===== src/rtl/pgbuf_pkg.sv =====
package pgbuf_pkg;
  typedef enum logic [1:0] {
    TX_IDLE   = 2'd0,
    TX_OPEN   = 2'd1,
    TX_COMMIT = 2'd2
  } tx_state_e;
endpackage


===== src/rtl/pgbuf_ptr.sv =====
module pgbuf_ptr #(
  parameter int ADDR_W = 8,
  parameter int SLOT_W = 4
) (
  input  logic              clk,
  input  logic              rst,
  input  logic              ld_i,
  input  logic [ADDR_W-1:0] ld_addr_i,
  input  logic              inc_i,
  output logic [ADDR_W-1:0] ptr_o
);
  logic [ADDR_W-1:0] ptr_q;

  always_ff @(posedge clk) begin
    if (rst) begin
      ptr_q <= '0;
    end else if (ld_i) begin
      ptr_q <= ld_addr_i;
    end else if (inc_i) begin
      // only the slot bits advance; the page bits hold
      ptr_q[SLOT_W-1:0] <= ptr_q[SLOT_W-1:0] + 1'b1;
    end
  end

  assign ptr_o = ptr_q;


  page_fixed_chk: assert property (@(posedge clk) disable iff (rst)
    !ld_i |=> $stable(ptr_q[ADDR_W-1:SLOT_W]));
endmodule


===== src/rtl/pgbuf_latch.sv =====
module pgbuf_latch #(
  parameter int SLOTS  = 16,
  parameter int SLOT_W = 4,
  parameter int DATA_W = 8
) (
  input  logic              clk,
  input  logic              rst,
  input  logic              clr_i,
  input  logic              wr_en_i,
  input  logic [SLOT_W-1:0] wr_slot_i,
  input  logic [DATA_W-1:0] wr_data_i,
  input  logic              rd_en_i,
  input  logic [SLOT_W-1:0] rd_slot_i,
  output logic [DATA_W-1:0] rd_data_o,
  output logic              rd_hit_o,
  output logic              rd_vld_o,
  output logic [SLOT_W-1:0] rd_slot_o,
  output logic [SLOTS-1:0]  mask_o
);
  logic [DATA_W-1:0] mem [SLOTS];
  logic [SLOTS-1:0]  mask_q;
  logic [DATA_W-1:0] rd_q;
  logic              hit_q;
  logic              vld_q;
  logic [SLOT_W-1:0] slot_q;

  // storage: one write port, one registered read port
  always_ff @(posedge clk) begin
    if (wr_en_i) begin
      mem[wr_slot_i] <= wr_data_i;
    end
    rd_q <= mem[rd_slot_i];
  end

  for (genvar g = 0; g < SLOTS; g++) begin : g_mask
    always_ff @(posedge clk) begin
      if (rst || clr_i) begin
        mask_q[g] <= 1'b0;
      end else if (wr_en_i && (wr_slot_i == SLOT_W'(g))) begin
        mask_q[g] <= 1'b1;
      end
    end
  end

  always_ff @(posedge clk) begin
    if (rst) begin
      hit_q  <= 1'b0;
      vld_q  <= 1'b0;
      slot_q <= '0;
    end else begin
      hit_q  <= mask_q[rd_slot_i];
      vld_q  <= rd_en_i;
      slot_q <= rd_slot_i;
    end
  end

  assign rd_data_o = rd_q;
  assign rd_hit_o  = hit_q;
  assign rd_vld_o  = vld_q;
  assign rd_slot_o = slot_q;
  assign mask_o    = mask_q;


  mask_clear_chk: assert property (@(posedge clk) disable iff (rst)
    clr_i |=> (mask_q == '0));
endmodule


===== src/rtl/pgbuf_timer.sv =====
module pgbuf_timer #(
  parameter int WR_CYCLES  = 40,
  parameter int PAGE_BYTES = 16,
  parameter int SLOT_W     = 4
) (
  input  logic              clk,
  input  logic              rst,
  input  logic              go_i,
  output logic              busy_o,
  output logic              done_o,
  output logic              scan_en_o,
  output logic [SLOT_W-1:0] scan_slot_o
);
  localparam int CNT_W = $clog2(WR_CYCLES + 1);

  logic             busy_q;
  logic [CNT_W-1:0] cnt_q;

  assign done_o = busy_q && (cnt_q == CNT_W'(WR_CYCLES - 1));

  always_ff @(posedge clk) begin
    if (rst) begin
      busy_q <= 1'b0;
      cnt_q  <= '0;
    end else if (!busy_q) begin
      if (go_i) begin
        busy_q <= 1'b1;
        cnt_q  <= '0;
      end
    end else if (done_o) begin
      busy_q <= 1'b0;
      cnt_q  <= '0;
    end else begin
      cnt_q <= cnt_q + 1'b1;
    end
  end

  assign busy_o      = busy_q;
  assign scan_en_o   = busy_q && (cnt_q < CNT_W'(PAGE_BYTES));
  assign scan_slot_o = cnt_q[SLOT_W-1:0];


  busy_rise_chk: assert property (@(posedge clk) disable iff (rst)
    $rose(busy_q) |-> $past(go_i));

  busy_end_chk: assert property (@(posedge clk) disable iff (rst)
    $fell(busy_q) |-> $past(done_o));
endmodule


===== src/rtl/page_commit_buf.sv =====
module page_commit_buf
  import pgbuf_pkg::*;
#(
  parameter int ADDR_W     = 8,
  parameter int DATA_W     = 8,
  parameter int PAGE_BYTES = 16,
  parameter int WR_CYCLES  = 40
) (
  input  logic              clk,
  input  logic              rst,
  input  logic              wr_start,
  input  logic [ADDR_W-1:0] wr_addr,
  input  logic              byte_vld,
  input  logic [DATA_W-1:0] byte_data,
  input  logic              stop_evt,
  input  logic              wp_level,
  output logic              arr_we,
  output logic [ADDR_W-1:0] arr_addr,
  output logic [DATA_W-1:0] arr_wdata,
  output logic              busy,
  output logic [ADDR_W-1:0] word_ptr
);
  localparam int SLOT_W = $clog2(PAGE_BYTES);
  localparam int PAGE_W = ADDR_W - SLOT_W;

  tx_state_e state_q, state_d;

  logic              load, accept, go;
  logic [ADDR_W-1:0] ptr;
  logic [PAGE_BYTES-1:0] mask;
  logic              tmr_busy, tmr_done, scan_en;
  logic [SLOT_W-1:0] scan_slot;
  logic [DATA_W-1:0] rd_data;
  logic              rd_hit, rd_vld;
  logic [SLOT_W-1:0] rd_slot;
  logic              we_q;
  logic [ADDR_W-1:0] addr_q;
  logic [DATA_W-1:0] wdata_q;

  assign load   = wr_start && (state_q != TX_COMMIT);
  assign accept = (state_q == TX_OPEN) && byte_vld && !wp_level
                  && !wr_start && !stop_evt;
  assign go     = (state_q == TX_OPEN) && stop_evt && !wr_start && (|mask);

  always_comb begin
    state_d = state_q;
    unique case (state_q)
      TX_IDLE: begin
        if (wr_start) state_d = TX_OPEN;
      end
      TX_OPEN: begin
        if (wr_start)      state_d = TX_OPEN;
        else if (go)       state_d = TX_COMMIT;
        else if (stop_evt) state_d = TX_IDLE;
      end
      TX_COMMIT: begin
        if (tmr_done) state_d = TX_IDLE;
      end
      default: state_d = TX_IDLE;
    endcase
  end

  always_ff @(posedge clk) begin
    if (rst) state_q <= TX_IDLE;
    else     state_q <= state_d;
  end

  pgbuf_ptr #(
    .ADDR_W (ADDR_W),
    .SLOT_W (SLOT_W)
  ) u_ptr (
    .clk       (clk),
    .rst       (rst),
    .ld_i      (load),
    .ld_addr_i (wr_addr),
    .inc_i     (accept),
    .ptr_o     (ptr)
  );

  pgbuf_latch #(
    .SLOTS  (PAGE_BYTES),
    .SLOT_W (SLOT_W),
    .DATA_W (DATA_W)
  ) u_latch (
    .clk       (clk),
    .rst       (rst),
    .clr_i     (load),
    .wr_en_i   (accept),
    .wr_slot_i (ptr[SLOT_W-1:0]),
    .wr_data_i (byte_data),
    .rd_en_i   (scan_en),
    .rd_slot_i (scan_slot),
    .rd_data_o (rd_data),
    .rd_hit_o  (rd_hit),
    .rd_vld_o  (rd_vld),
    .rd_slot_o (rd_slot),
    .mask_o    (mask)
  );

  pgbuf_timer #(
    .WR_CYCLES  (WR_CYCLES),
    .PAGE_BYTES (PAGE_BYTES),
    .SLOT_W     (SLOT_W)
  ) u_timer (
    .clk         (clk),
    .rst         (rst),
    .go_i        (go),
    .busy_o      (tmr_busy),
    .done_o      (tmr_done),
    .scan_en_o   (scan_en),
    .scan_slot_o (scan_slot)
  );

  // registered array interface; page bits come from the held pointer
  always_ff @(posedge clk) begin
    if (rst) begin
      we_q    <= 1'b0;
      addr_q  <= '0;
      wdata_q <= '0;
    end else begin
      we_q    <= rd_vld && rd_hit;
      addr_q  <= {ptr[ADDR_W-1:SLOT_W], rd_slot};
      wdata_q <= rd_data;
    end
  end

  assign arr_we    = we_q;
  assign arr_addr  = addr_q;
  assign arr_wdata = wdata_q;
  assign busy      = tmr_busy;
  assign word_ptr  = ptr;


  we_in_busy_chk: assert property (@(posedge clk) disable iff (rst)
    arr_we |-> busy);

  busy_ptr_hold_chk: assert property (@(posedge clk) disable iff (rst)
    busy |=> $stable(word_ptr));

  empty_stop_chk: assert property (@(posedge clk) disable iff (rst)
    (state_q == TX_OPEN && stop_evt && !wr_start && mask == '0) |=> !busy);

  wp_block_chk: assert property (@(posedge clk) disable iff (rst)
    (wp_level && byte_vld && !wr_start && state_q != TX_COMMIT) |=> $stable(word_ptr));

  we_page_chk: assert property (@(posedge clk) disable iff (rst)
    arr_we |-> (arr_addr[ADDR_W-1:SLOT_W] == word_ptr[ADDR_W-1:SLOT_W]));

  logic [PAGE_W-1:0] unused_page;
  assign unused_page = ptr[ADDR_W-1:SLOT_W];
endmodule


===== config.mk =====
export PLATFORM = sky130hd
export DESIGN_NAME = page_commit_buf
export DESIGN_NICKNAME = d
export VERILOG_FILES = /design/src/rtl/pgbuf_pkg.sv /design/src/rtl/pgbuf_ptr.sv /design/src/rtl/pgbuf_latch.sv /design/src/rtl/pgbuf_timer.sv /design/src/rtl/page_commit_buf.sv
export SDC_FILE = /design/constraint.sdc
export NUM_CORES = 1
export LEC_CHECK = 0
export BUFFER_PORTS_ARGS = -buffer_cell sky130_fd_sc_hd__buf_2
export CAP_MARGIN = 30
export CORE_AREA = 2 2 142 110
export CTS_CLUSTER_DIAMETER = 30
export CTS_CLUSTER_SIZE = 8
export DETAILED_ROUTE_END_ITERATION = 8
export DIE_AREA = 0 0 144 112
export PLACE_DENSITY = 0.66
export SYNTH_ARGS = -nofsm -noshare
export SYNTH_HDL_FRONTEND = slang
export SYNTH_SLANG_ARGS = --single-unit

===== constraint.sdc =====
create_clock -name clk -period 7.35 [get_ports clk]
set_clock_uncertainty 0.2 [all_clocks]
set_input_delay 0.735 -clock clk [delete_from_list [all_inputs] [get_ports clk]]
set_output_delay 0.735 -clock clk [all_outputs]
set_load 0.02 [all_outputs]

# ---- Yosys cells after proc, flatten, opt, wreduce, memory -nomap -nowiden
# Memories as Yosys holds them, arrays and structs flattened. A register that Yosys moved wholly into a read port is not among the register bits.
# Cells that the tools add are included.
dict set report totals {
  mem_count 1
  reg_bits 56
  ramBits 128
  out_inout_bits 26
  wordCells 109
  latch_bits 0
  inputBits 22
  rom_bits 0
}
# name words width rd rd_clocked_by_memory_dff write_ports line_no
set mem_list {}
lappend mem_list {u_latch.mem 16 8 1 1 1 pgbuf_latch.sv:20} ;# logic [DATA_W-1:0] mem [SLOTS];
dict set report op_classes {
  muxes 18
  n_bitwise 0
  magnitude_cmp 2
  n_eq_ne 22
  shift 0
  n_addsub 2
  n_reduce_logical 37
  mul 0
  n_div 0
}
# op count
set op_table {}
lappend op_table {{$eq A4 B4 Y1 const B} 8}
lappend op_table {{$logic_and A1 B1 Y1} 27}
lappend op_table {{$mux W6} 3}
lappend op_table {{$eq A4 B3 Y1 const B} 4}
lappend op_table {{$reduce_or A16 Y1} 1}
lappend op_table {{$mux W2} 5}
lappend op_table {{$eq A4 B2 Y1 const B} 2}
lappend op_table {{$mux W4} 2}
lappend op_table {{$add A6 B1 Y6 const B} 1}
lappend op_table {{$eq A6 B6 Y1 const B} 1}
lappend op_table {{$lt A6 B5 Y1 const B} 1}
lappend op_table {{$mux W1} 6}
lappend op_table {{$ne A2 B2 Y1 const B} 3}
lappend op_table {{$pmux W2 S3} 1}
lappend op_table {{$lt A4 B5 Y1 const B} 1}
lappend op_table {{$add A4 B1 Y4 const B} 1}
lappend op_table {{$bmux W1 S4} 1}
lappend op_table {{$eq A4 B1 Y1 const B} 1}
lappend op_table {{$logic_not A4 Y1} 1}
lappend op_table {{$ne A4 B4 Y1 const B} 1}
lappend op_table {{$reduce_bool A2 Y1} 2}
lappend op_table {{$logic_not A1 Y1} 3}
lappend op_table {{$reduce_and A3 Y1} 1}
lappend op_table {{$eq A2 B1 Y1 const B} 1}
lappend op_table {{other kinds (3)} 3}

# ---- Logic depth before layout (Yosys ltp)
# Gate-level depths: netlist (run 1).
dict set report logic_depth {
  word_depth 7
  depth_mapped 6
  mapped_depth_nobuf 5
}

# ---- Cells and area by module
# From an unflattened synthesis (run 1), not the netlist that was laid out.
dict set report unflattened {
  cells_unflattened 425
  hier_area_um2 7166.9
}
# module n_inst cells_per_inst area_each_um2 seq_area_each_um2
set by_module_without_submodules {}
lappend by_module_without_submodules {pgbuf_latch 1 289 5799.3 4444.3}
lappend by_module_without_submodules {page_commit_buf 1 54 618.1 380.4}
lappend by_module_without_submodules {pgbuf_timer 1 47 402.9 140.1}
lappend by_module_without_submodules {pgbuf_ptr 1 35 346.6 160.2}

# ---- Least setup slack after synthesis (run 1)
# OpenSTA, ideal clock, no wires.
dict set report synth_timing {
  path_type {input-to-reg}
  startpoint {input stop_evt}
  endpoint {memory u_latch.mem[0][0], enable pin}
  path_buffers 1
  setup_time_ps 383
  path_slack_ps 4552
  stages 5
  t_arrival_ps 2215
  required_ps 6767
  cell_sequence {nor4bb_1 and2_1 buf_2 nand2_1 nor3_1}
}
dict set report synth_via {
  elab_chain_cells 4
}
# item line_no
set synth_lines {}
lappend synth_lines {{start, declared} page_commit_buf.sv:15} ;# input logic stop_evt,
lappend synth_lines {{$logic_not A1 Y1} page_commit_buf.sv:42} ;# && !wr_start && !stop_evt;
lappend synth_lines {{$logic_and A1 B1 Y1} page_commit_buf.sv:42}
lappend synth_lines {{$mux W1} pgbuf_latch.sv:29} ;# if (wr_en_i) begin
lappend synth_lines {{$mux W1 (not written as such)} pgbuf_latch.sv:30} ;# mem[wr_slot_i] <= wr_data_i;
lappend synth_lines {{end, declared} pgbuf_latch.sv:20}
# No other way between the ends.

# ---- Worst setup path after layout (run 1)
dict set report layout_timing {
  startpoint {input stop_evt}
  endpoint {memory u_latch.mem[10][1], enable pin}
}
# Same word-level chain as after synthesis.

==> key figures, run 1 <==
Status
  • Status: completed

Power
  • PD cells: 257.0 nW/um^2
  • Combinational share of power: 2.5%
  • Peak supply drop: 145.2 uV
  • Cell Int Power: 1.665 mW
  • Clock share of power: 42.9%
  • Flop pwr share: 54.7%
  • Lkg Pwr: 2.775 nW
  • Total power: 2.124 mW
  • Switching part of the total: 21.59%
  • Psw: 458.6 uW

Die
  • Rows: 39
  • Core area: 14790 um^2
  • Die Ht: 112 um
  • DIE AREA: 16130 um^2
  • Starting density of the core: 48.99%
  • Die W: 144 um
  • I/O pin total: 48

Clock network
  • H-tree depth: 4
  • Clock Latency Late Sink: 0.42 ns
  • CTS tree: yes
  • Post-CTS Resized: 0
  • Clock Pin Slew Worst Setup and Hold Paths: 0.07 ns
  • Clock root buffer: clkbuf_16
  • CTS max path bufs: 2
  • Hold Buf Count CTS: 0
  • # clock sinks: 192
  • Total CTS buffers: 17
  • Post-CTS setup buffer count: 0

Layout
  • Antenna cells: 0
  • Layout cell share with drive strength beyond 1: 23.93%
  • Fill count: 1157
  • Most frequent cells in the layout: edfxtp_1 (128), dfxtp_1 (63), buf_2 (51)
  • Most common cell after layout, fill and taps aside: edfxtp_1
  • Area delta synth->final: 14.10%
  • # nets final: 528

Route
  • Via-to-Cell Ratio: 5.665
  • DRT Wirelength: 14610 um
  • Post-route ant nets: 0
  • DR iter-0 viols: 365
  • DRT Pass-1 Iters: 5
  • Vias after detailed routing: 4073
  • DR WL/cell: 20.32 um
  • DRC Markers: 0

Synth
  • Top cell type's share of synthesized area: 53.07%
  • Synthesized area: 7243 um^2
  • Synthesized flop and latch total: 192
  • Ys flop type: edfxtp_1
  • Synth unique cells: 39
  • Syn Area/Cell: 16.02 um^2
  • Post-synthesis net count: 479
  • FFs w/ async S/R, synth: 0%
  • Number of synthesized flops with an enable pin: 128
  • Gate Count Post-Synth: 452
  • Leading area contributor after synthesis: edfxtp_1
  • YS warnings: 0
  • Post-synthesis sequential area ratio: 70.75%
  • Area contributors post-synth: edfxtp_1 (53%), dfxtp_1 (18%), mux4_2 (11%)

Place
  • GPL Wtd Cong: 0.8052
  • I/O Buffers: 47
  • HPWL Detailed: 9258 um

Worst setup path
  • Worst path arrival time: 3.02 ns
  • WS Path Type: in2reg
  • Max FO, Critical Path: 22
  • Crit end category: register
  • Worst Path Required: 7.19 ns
  • Crit start category: input pin

Timing
  • Fin Setup TNS: 0 ns
  • RSZ-0062 raised after global routing: no
  • Actual slew at the worst max-slew pin: 0.9942 ns
  • Slew headroom: 33.63%
  • Tmin final: 3.179 ns
  • Pins Over Slew Limit: 0
  • Tcrit/Tclk final: 43.25%
  • Final setup fails: 0
  • Hold Vio Cnt, Final: 0
  • Fmax: 314.6 MHz

Global route
  • Global route overflow: 0
  • Vias in the first global route: 3987
  • Global-route wire length before repair: 22840 um
  • Initial antenna violation count: 0
  • Pin count of the biggest net entering global routing: 42
  • Total track usage: 19.17%

Min path
  • Type of the most critical hold path: reg2reg

Flow run
  • Maxcap violations: 0
-- per-layer routing --
metal	global-route usage (%)	wire length [um]	vias to the layer above	part of all wire, %
li1	-	-	1826	-
met1	28.26	6698	2062	46
met2	29.33	6857	172	47
met3	3.871	910	13	6.2
met4	5.425	146	0	1.0
met5	0	0	-	0
-- synthesized netlist by cell type, types with 4 or more instances --
master,number
and2_1,4
a211oi_1,11
a31oi_1,13
mux4_2,35
nor3_1,6
nor4_1,4
nand2_1,20
clkbuf_1,14
a21oi_1,18
nor2b_1,33
dfxtp_1,64
inv_1,6
ha_1,5
o21ai_0,5
nand3_1,4
nor2_1,35
edfxtp_1,128
mux2i_1,8
buf_2,5
nand2b_1,6
-- kinds of logic after synthesis --
| kind of cell | after synthesis | synth area share, % |
|---|---|---|
| flops | 192 | 70.75 |
| simple gates | 119 | 8.361 |
| compound gates | 59 | 5.269 |
| mux | 45 | 12.71 |
| buf+inv | 30 | 1.796 |
| fa+ha+maj | 5 | 0.8637 |
| xor+xnor | 2 | 0.2419 |
-- path summary, 6_finish.rpt --
| check | slack [ns] | depth (start not counted) | endpoint | start |
|---|---|---|---|---|
| min reg2reg | 0.24 | 1 | arr_addr[3]$_SDFF_PP0_ | u_latch.rd_slot_o[3]$_SDFF_PP0_ |
| min | 0.24 | 1 | arr_addr[3]$_SDFF_PP0_ | u_latch.rd_slot_o[3]$_SDFF_PP0_ |
| max | 4.17 | 5 | u_latch.mem[10][1]$_DFFE_PP_ | stop_evt |
| max reg2reg | 4.29 | 4 | u_latch.mem[10][1]$_DFFE_PP_ | state_q[0]$_SDFFE_PP0P_ |
-- flip-flops by register name, summed over array words and instances (netlist names) --
name / count
arr_addr: 8
arr_wdata: 8
arr_we: 1
state_q: 2
u_latch.mask_o: 16
u_latch.mem: 128
u_latch.rd_data_o: 8
u_latch.rd_hit_o: 1
u_latch.rd_slot_o: 4
u_latch.rd_vld_o: 1
u_ptr.ptr_o: 8
u_timer.busy_o: 1
u_timer.cnt_q: 6
-- per-stage QoR --
step | utilization, % | setup WS [ns] | hold WS (ns) | cell area [um^2] | std cells
final | 55.89 | 4.171 | 0.2407 | 8264 | 719
after global routing | 55.89 | 4.005 | 0.2609 | 8264 | 719
after CTS | 55.83 | 3.930 | 0.2419 | 8254 | 717
after detailed placement | 51.82 | 3.516 | 0.2247 | 7661 | 685
after global placement | 51.75 | 3.642 | 0.2194 | 7651 | 683
after floorplan | - | 4.552 | 0.2138 | 7243 | 452
-- cell type report --
cell class / count / area, um^2 / area share, %
clock buffer: 20 / 489.2 / 5.920
clock inverter: 12 / 103.9 / 1.257
inverter: 6 / 22.52 / 0.2725
multi-input combinational: 230 / 1988 / 24.06
sequential: 192 / 5126 / 62.03
tap: 205 / 256.5 / 3.104
timing repair buffer: 54 / 277.8 / 3.361
-- power groups by stage --
stage	logic [mW]	registers (mW)	clock network, mW
floorplan	0.0206	1.19	0
global placement	0.0518	1.19	0
detailed placement	0.0529	1.19	0
CTS	0.0528	1.16	0.925
global route	0.0581	1.16	0.970
finish	0.0525	1.16	0.910
-- worst max-delay path, cell delays in order --
cell and delay, ns:
buf_2 0.11, nor4bb_1 0.44, and2_1 0.75, nand2_1 0.31, nor2_1 0.65
Power figures use the tool's default switching activity.
==> run 2: changes to the inputs <==
Settings changed: ABC_AREA set to 1, CORE_AREA 2 2 142 110 to 2 2 146 113, DIE_AREA 0 0 144 112 to 0 0 148 115, PLACE_DENSITY 0.66 to 0.68.
Clock period 7.35 ns to 2.8 ns, I/O delays scaled along.
==> run 2 against run 1 <==
Effect of this change: first-iteration DRC count up 82%; global-route usage up 1.2 points; utilization down 0.56 points; non-clock buffer count up 6; worst setup slack worse by 3.6 ns; sequential cell count unchanged; count of clock-buffer cells in the layout up 5; routed wire length up 15%; combinational power rose to 3.1 times the previous value; critical endpoint is now u_timer.cnt_q[0]$_SDFFE_PP0P_.
==> key figures, run 2 <==
Layout
  • Antenna cells: 0 (unchanged)
  • Finished Core Util: 55.34% (-0.56 points)
  • Fill count: 1320 (+14%)
  • Max reg flops: 128 (unchanged)
  • Final Cell Area: 8641 um^2 (+4.6%)
  • # nets final: 776 (+47%)
  • Final Non-Filler Cells: 972 (+35%)
  • Layout cell share with drive strength beyond 1: 16.01% (-7.9 points)
  • Most frequent cells in the layout: edfxtp_1 (128), nor2_1 (123), o21ai_0 (73)
  • Most flop-heavy register: u_latch.mem
  • Area delta synth->final: 13.19%
  • Most common cell after layout, fill and taps aside: edfxtp_1

Timing
  • Pins Over Slew Limit: 0 (unchanged)
  • Tmin final: 2.261 ns
  • Slew headroom: 40.07% (+6.4 points)
  • RSZ-0062 raised after global routing: no
  • Fmax: 442.2 MHz
  • Fin Setup TNS: 0 ns (unchanged)
  • Actual slew at the worst max-slew pin: 0.8980 ns (-0.09613 ns)
  • Tcrit/Tclk final: 80.76%
  • Final setup fails: 0 (unchanged)
  • Hold Vio Cnt, Final: 0 (unchanged)

Synth
  • Post-synthesis sequential area ratio: 67.14% (-3.6 points)
  • Main combinational cell family by area after synthesis: simple AND/OR/NAND/NOR gates
  • Ys flop type: edfxtp_1
  • Area contributors post-synth: edfxtp_1 (50%), dfxtp_1 (17%), nor2_1 (6.0%)
  • Syn Area/Cell: 10.80 um^2 (-33%)
  • Top-count cell post-synth: edfxtp_1
  • Synth Area in Compound Gates: 10.23% (+5.0 points)
  • Post-synthesis net count: 734 (+53%)
  • Post-synthesis mux area share: 0% (-13 points)
  • Number of synthesized flops with an enable pin: 128 (unchanged)
  • YS warnings: 0 (unchanged)
  • Top cells by count, synth: edfxtp_1 (128), nor2_1 (123), o21ai_0 (73)
  • XOR/XNOR share of the synthesized area: 0.3442% (+0.10 points)
  • Leading area contributor after synthesis: edfxtp_1
  • Synthesized flop and latch total: 192 (unchanged)
  • Simple-Gate Fraction of Synth Area: 15.41% (+7.0 points)
  • Synth unique cells: 34 (-13%)
  • Synth Area in Adders: 0.8195% (-0.044 points)
  • Synthesized area: 7634 um^2 (+5.4%)
  • Gate Count Post-Synth: 707 (+56%)
  • FFs w/ async S/R, synth: 0% (unchanged)
  • Top cell type's share of synthesized area: 50.35% (-2.7 points)

Global route
  • Vias in the first global route: 4844 (+21%)
  • Global route overflow: 0 (unchanged)
  • Initial antenna violation count: 0 (unchanged)
  • Total track usage: 20.34% (+1.2 points)
  • Pin count of the biggest net entering global routing: 92 (+120%)
  • Global-route wire length before repair: 25960 um (+14%)

Die
  • Rows: 40 (+2.6%)
  • Starting density of the core: 48.89% (-0.10 points)
  • Die Ht: 115 um (+2.7%)
  • I/O pin total: 48 (unchanged)
  • Die W: 148 um (+2.8%)
  • DIE AREA: 17020 um^2 (+5.5%)
  • Core area: 15620 um^2 (+5.6%)

Place
  • I/O Buffers: 47 (unchanged)
  • Dpl cells: 936 (+37%)
  • GPL Wtd Cong: 0.8618 (+7.0%)
  • DP Area: 8028 um^2 (+4.8%)
  • HPWL Detailed: 10590 um (+14%)

Flow run
  • Maxcap violations: 0 (unchanged)

Worst setup path
  • Max FO, Critical Path: 91 (+310%)
  • Crit path cell chain: buf_4 -> ha_1 -> nand2_1 -> nor2_1 -> a21oi_1 -> o21ai_0 -> a21oi_1
  • Slowest CP cell: buf_4
  • Top cell by count, worst path: a21oi_1
  • Reg2reg start: u_timer.cnt_q[0]$_SDFFE_PP0P_
  • Worst path arrival time: 2.34 ns (-0.68 ns)
  • Crit end category: register
  • Crit path largest cell delay: 0.64 ns (-0.11 ns)
  • Worst Path Required: 2.88 ns (-4.31 ns)
  • WS Path Type: reg2reg
  • Crit start category: register
  • Worst setup startpoint: u_timer.cnt_q[0]$_SDFFE_PP0P_

Route
  • Via-to-Cell Ratio: 5.346 (-5.6%)
  • Post-route ant nets: 0 (unchanged)
  • DRC Markers: 0 (unchanged)
  • M1 WL: 7700 um (+15%)
  • DR top layer: met4
  • DR WL/cell: 17.31 um (-15%)
  • Vias after detailed routing: 5196 (+28%)
  • DR iter-0 viols: 664 (+82%)
  • DRT Pass-1 Iters: 5 (unchanged)
  • DR WL met2: 7707 um (+12%)
  • DRT Wirelength: 16830 um (+15%)
  • DR WL met3: 1145 um (+26%)

Min path
  • Worst Min Path Start: stop_evt
  • Type of the most critical hold path: in2reg

Clock network
  • Clock root buffer: clkbuf_16
  • Clock Pin Slew Worst Setup and Hold Paths: 0.07 ns (about the same)
  • CTS max path bufs: 2 (unchanged)
  • CTS tree: yes
  • Hold Buf Count CTS: 4 (+4)
  • Post-CTS setup buffer count: 0 (unchanged)
  • Clock Latency Late Sink: 0.42 ns (about the same)
  • Total CTS buffers: 17 (unchanged)
  • # clock sinks: 192 (unchanged)
  • Post-CTS Resized: 0 (unchanged)
  • H-tree depth: 4 (unchanged)

Power
  • PD cells: 640.9 nW/um^2 (+150%)
  • Peak supply drop: 424.5 uV (+190%)
  • Total power: 5.538 mW (+160%)
  • Lkg Pwr: 3.209 nW (+16%)

Status
  • Status: completed
## run 2: changes by cell type after synthesis, moves of 8 or more
cell and delta:
o21ai_0 +68, nor2b_1 -33, nand3_1 +42, nand2_1 +34, o211ai_1 +29, a31oi_1 -13, a211oi_1 -11, inv_1 +57
mux2i_1 -8, nor2_2 +17, a21oi_1 +13, nor2_1 +88, mux4_2 -35
## run 2: metal layers
layer | global-route usage, % | up-vias
li1 | - | 2490
met1 | 28.89 | 2499
met2 | 30.90 | 179
met3 | 4.841 | 28
met4 | 7.429 | 0
met5 | 0 | -
## run 2: critical path: cells and delay by family, from the launching register on
| kind | cells | cell delay (ns) |
|---|---|---|
| buffers and inverters | 1 | 0.64 |
| AO/OA/AOI/OAI | 3 | 0.36 |
| flip-flops | 1 | 0.33 |
| adder cells (fa/ha/maj) | 1 | 0.29 |
| AND/OR/NAND/NOR | 2 | 0.27 |
## run 2: per-stage QoR
stage	hold slack, ns	setup slack [ns]
4_1_cts	0.009113	0.5800
3_3_place_gp	0.1893	0.6374
6_report	0.01855	0.5387
3_5_place_dp	0.1935	0.6012
2_1_floorplan	0.1789	0.7274
5_1_grt	0.03404	0.4084
## run 2: path summary, 6_finish.rpt
path	end	slack (ns)	cells after the start
setup / recovery	u_timer.cnt_q[0]$_SDFFE_PP0P_	0.54	7
hold / removal	state_q[0]$_SDFFE_PP0P_	0.02	4
setup reg to reg	u_timer.cnt_q[0]$_SDFFE_PP0P_	0.54	7
hold reg to reg	arr_addr[3]$_SDFF_PP0_	0.20	2
## run 2: cell families (layout without fill, tap and decap cells)
kind of cell	count (synthesis)	count (layout)
xor+xnor	3	3
simple gates	261	261
compound gates	140	140
fa+ha+maj	5	5
buf+inv	106	161
flops	192	192
## run 2: where the power goes
group          internal, mW  leakage, nW  switching [mW]  total [mW]
Combinational        0.0469         1.25           0.117       0.164
Sequential             3.04         1.67          0.0147        3.05
Clock                  1.31        0.286            1.01        2.32
Total                  4.40         3.21            1.14        5.54
## run 2: final cells by class
type | count | area (um^2) | area share [%]
inverter | 69 | 264.0 | 3.055
clock inverter | 7 | 46.29 | 0.5358
sequential | 192 | 5127 | 59.34
timing repair buffer | 60 | 367.9 | 4.257
multi-input combinational | 409 | 2046 | 23.68
tap | 210 | 262.8 | 3.041
clock buffer | 25 | 526.8 | 6.096
==> run 3: changes to the inputs <==
Clock period 2.8 ns to 2.08 ns, I/O delays scaled along.
==> run 3 against run 2 <==
Effect of this change: critical path depth did not move; total power rose by 36%; clock power rose by 38%; design area up 1.8%; non-clock buffer count increased by 16; largest power group unchanged.
==> key figures, run 3 (same netlist as run 2, synthesis figures left out) <==
Layout
  • Antenna cells: 0 (unchanged)
  • Max reg flops: 128 (unchanged)
  • Layout cell share with drive strength beyond 1: 16.97% (+0.96 points)
  • Most flop-heavy register: u_latch.mem
  • Area delta synth->final: 15.19%
  • # nets final: 792 (+2.1%)
  • Most common cell after layout, fill and taps aside: edfxtp_1
  • Most frequent cells in the layout: edfxtp_1 (128), nor2_1 (123), o21ai_0 (73)
  • Finished Core Util: 56.31% (+0.98 points)

Timing
  • Pins Over Slew Limit: 0 (unchanged)
  • Fin Setup TNS: 0 ns (unchanged)
  • Slew headroom: 63.42% (+23 points)
  • Hold Slack: 0.01071 ns (-0.007849 ns)
  • Tcrit/Tclk final: 95.70%
  • Final setup fails: 0 (unchanged)
  • Hold Vio Cnt, Final: 0 (unchanged)
  • Actual slew at the worst max-slew pin: 0.5482 ns (-0.3499 ns)
  • Tmin final: 1.991 ns
  • RSZ-0062 raised after global routing: no
  • Fmax: 502.3 MHz

Route
  • Via-to-Cell Ratio: 5.414 (+1.3%)
  • DRT Pass-1 Iters: 7 (+2)
  • DR WL met2: 7575 um (-1.7%)
  • DRC Markers: 0 (unchanged)
  • DR iter-0 viols: 717 (+8.0%)
  • DR WL/cell: 17.54 um (+1.3%)
  • DRT Wirelength: 17330 um (+3.0%)
  • Vias after detailed routing: 5349 (+2.9%)
  • DR WL met3: 1509 um (+32%)
  • M1 WL: 8099 um (+5.2%)
  • DR top layer: met4
  • Post-route ant nets: 0 (unchanged)

Clock network
  • Clock root buffer: clkbuf_16
  • Clock Latency Late Sink: 0.43 ns (about the same)
  • CTS max path bufs: 2 (unchanged)
  • Clock Pin Slew Worst Setup and Hold Paths: 0.07 ns (about the same)
  • Total CTS buffers: 17 (unchanged)
  • CTS tree: yes
  • # clock sinks: 192 (unchanged)
  • H-tree depth: 4 (unchanged)
  • Post-CTS setup buffer count: 0 (unchanged)

Status
  • Status: completed

Power
  • Cell Int Power: 5.831 mW (+33%)
  • Clock share of power: 42.3% (+0.4 points)
  • Lkg Pwr: 3.278 nW (+2.2%)
  • Total power: 7.547 mW (+36%)
  • Peak supply drop: 775.6 uV (+83%)
  • Switching part of the total: 22.74% (+2.1 points)
  • Flop pwr share: 54.4% (-0.7 points)
  • Psw: 1.717 mW (+50%)
  • Combinational share of power: 3.3% (+0.3 points)
  • PD cells: 858.3 nW/um^2 (+34%)

Global route
  • Total track usage: 20.90% (+0.55 points)
  • Vias in the first global route: 4915 (+1.5%)
  • Initial antenna violation count: 0 (unchanged)
  • Global-route wire length before repair: 26430 um (+1.8%)
  • Global route overflow: 0 (unchanged)
  • Pin count of the biggest net entering global routing: 92 (unchanged)

Die
  • Rows: 40 (unchanged)
  • Core area: 15620 um^2 (unchanged)
  • I/O pin total: 48 (unchanged)
  • Starting density of the core: 48.89% (unchanged)
  • Die W: 148 um (unchanged)
  • Die Ht: 115 um (unchanged)
  • DIE AREA: 17020 um^2 (unchanged)

Place
  • GPL Wtd Cong: 0.9085 (+5.4%)
  • HPWL Detailed: 11440 um (+8.1%)
  • I/O Buffers: 47 (unchanged)

Min path
  • Type of the most critical hold path: in2reg

Flow run
  • Maxcap violations: 0 (unchanged)

Worst setup path
  • Worst Path Required: 1.95 ns (-0.93 ns)
  • Max FO, Critical Path: 9 (-90%)
  • WS Path Type: in2reg
  • Crit end category: register
  • Crit start category: input pin
  • Slowest CP cell: dlygate4sd3_1
  • Crit path cell chain: dlygate4sd3_1 -> buf_2 -> nand2_2 -> nand4_4 -> nor2_4 -> inv_2 -> nor2_2
  • Worst path arrival time: 1.86 ns (-0.48 ns)
  • Crit path largest cell delay: 0.54 ns (-0.10 ns)
==> run 3: per-stage QoR <==
step / worst slack, ns / instances / instance area (um^2)
global route: 0.02681 / 988 / 8793
CTS: 0.1249 / 988 / 8793
floorplan: 0.007381 / 707 / 7634
global placement: 0.1957 / 944 / 8088
finish: 0.08934 / 988 / 8793
detailed placement: 0.1369 / 944 / 8088
==> run 3: critical path: cells and delay by family <==
kind | cells | cell delay [ns]
AND/OR/NAND/NOR | 4 | 0.90
buffers and inverters | 3 | 0.75
==> run 3: power by group through the flow <==
stage | Clock [mW] | Sequential [mW] | Combinational (mW)
4_1_cts | 3.23 | 4.10 | 0.252
3_5_place_dp | 0 | 4.19 | 0.233
3_3_place_gp | 0 | 4.19 | 0.229
2_1_floorplan | 0 | 4.21 | 0.0945
5_1_grt | 3.39 | 4.11 | 0.274
6_report | 3.19 | 4.10 | 0.251
==> run 3: timing repair <==
item                                   CTS  global route
endpoints found under the hold margin   56             0
hold buffers                            12             0
gates resized for setup                  0             0
==> run 3: final cells by class <==
type / instances / area [um^2]
Multi-Input combinational cell: 409 / 2046
Fill cell: 1304 / 6822
Clock buffer: 18 / 450.4
Inverter: 69 / 264.0
Clock inverter: 14 / 135.1
Tap cell: 210 / 262.8
Timing Repair Buffer: 76 / 508.0
Sequential cell: 192 / 5127
==> run 3: worst paths after layout <==
kind,start,endpoint,depth (start not counted),slack [ns]
min,byte_data[2],u_latch.mem[6][2]$_DFFE_PP_,1,0.01
min reg2reg,u_latch.rd_data_o[3]$_DFF_P_,arr_wdata[3]$_SDFF_PP0_,2,0.21
max,stop_evt,u_latch.mem[3][0]$_DFFE_PP_,7,0.09
max reg2reg,state_q[1]$_SDFFE_PP0P_,u_latch.mem[3][0]$_DFFE_PP_,5,0.11
==> run 3: layer usage <==
layer | global-route usage (%) | up-vias
li1 | - | 2530
met1 | 30.89 | 2557
met2 | 30.19 | 248
met3 | 6.111 | 14
met4 | 6.032 | 0
met5 | 0 | -
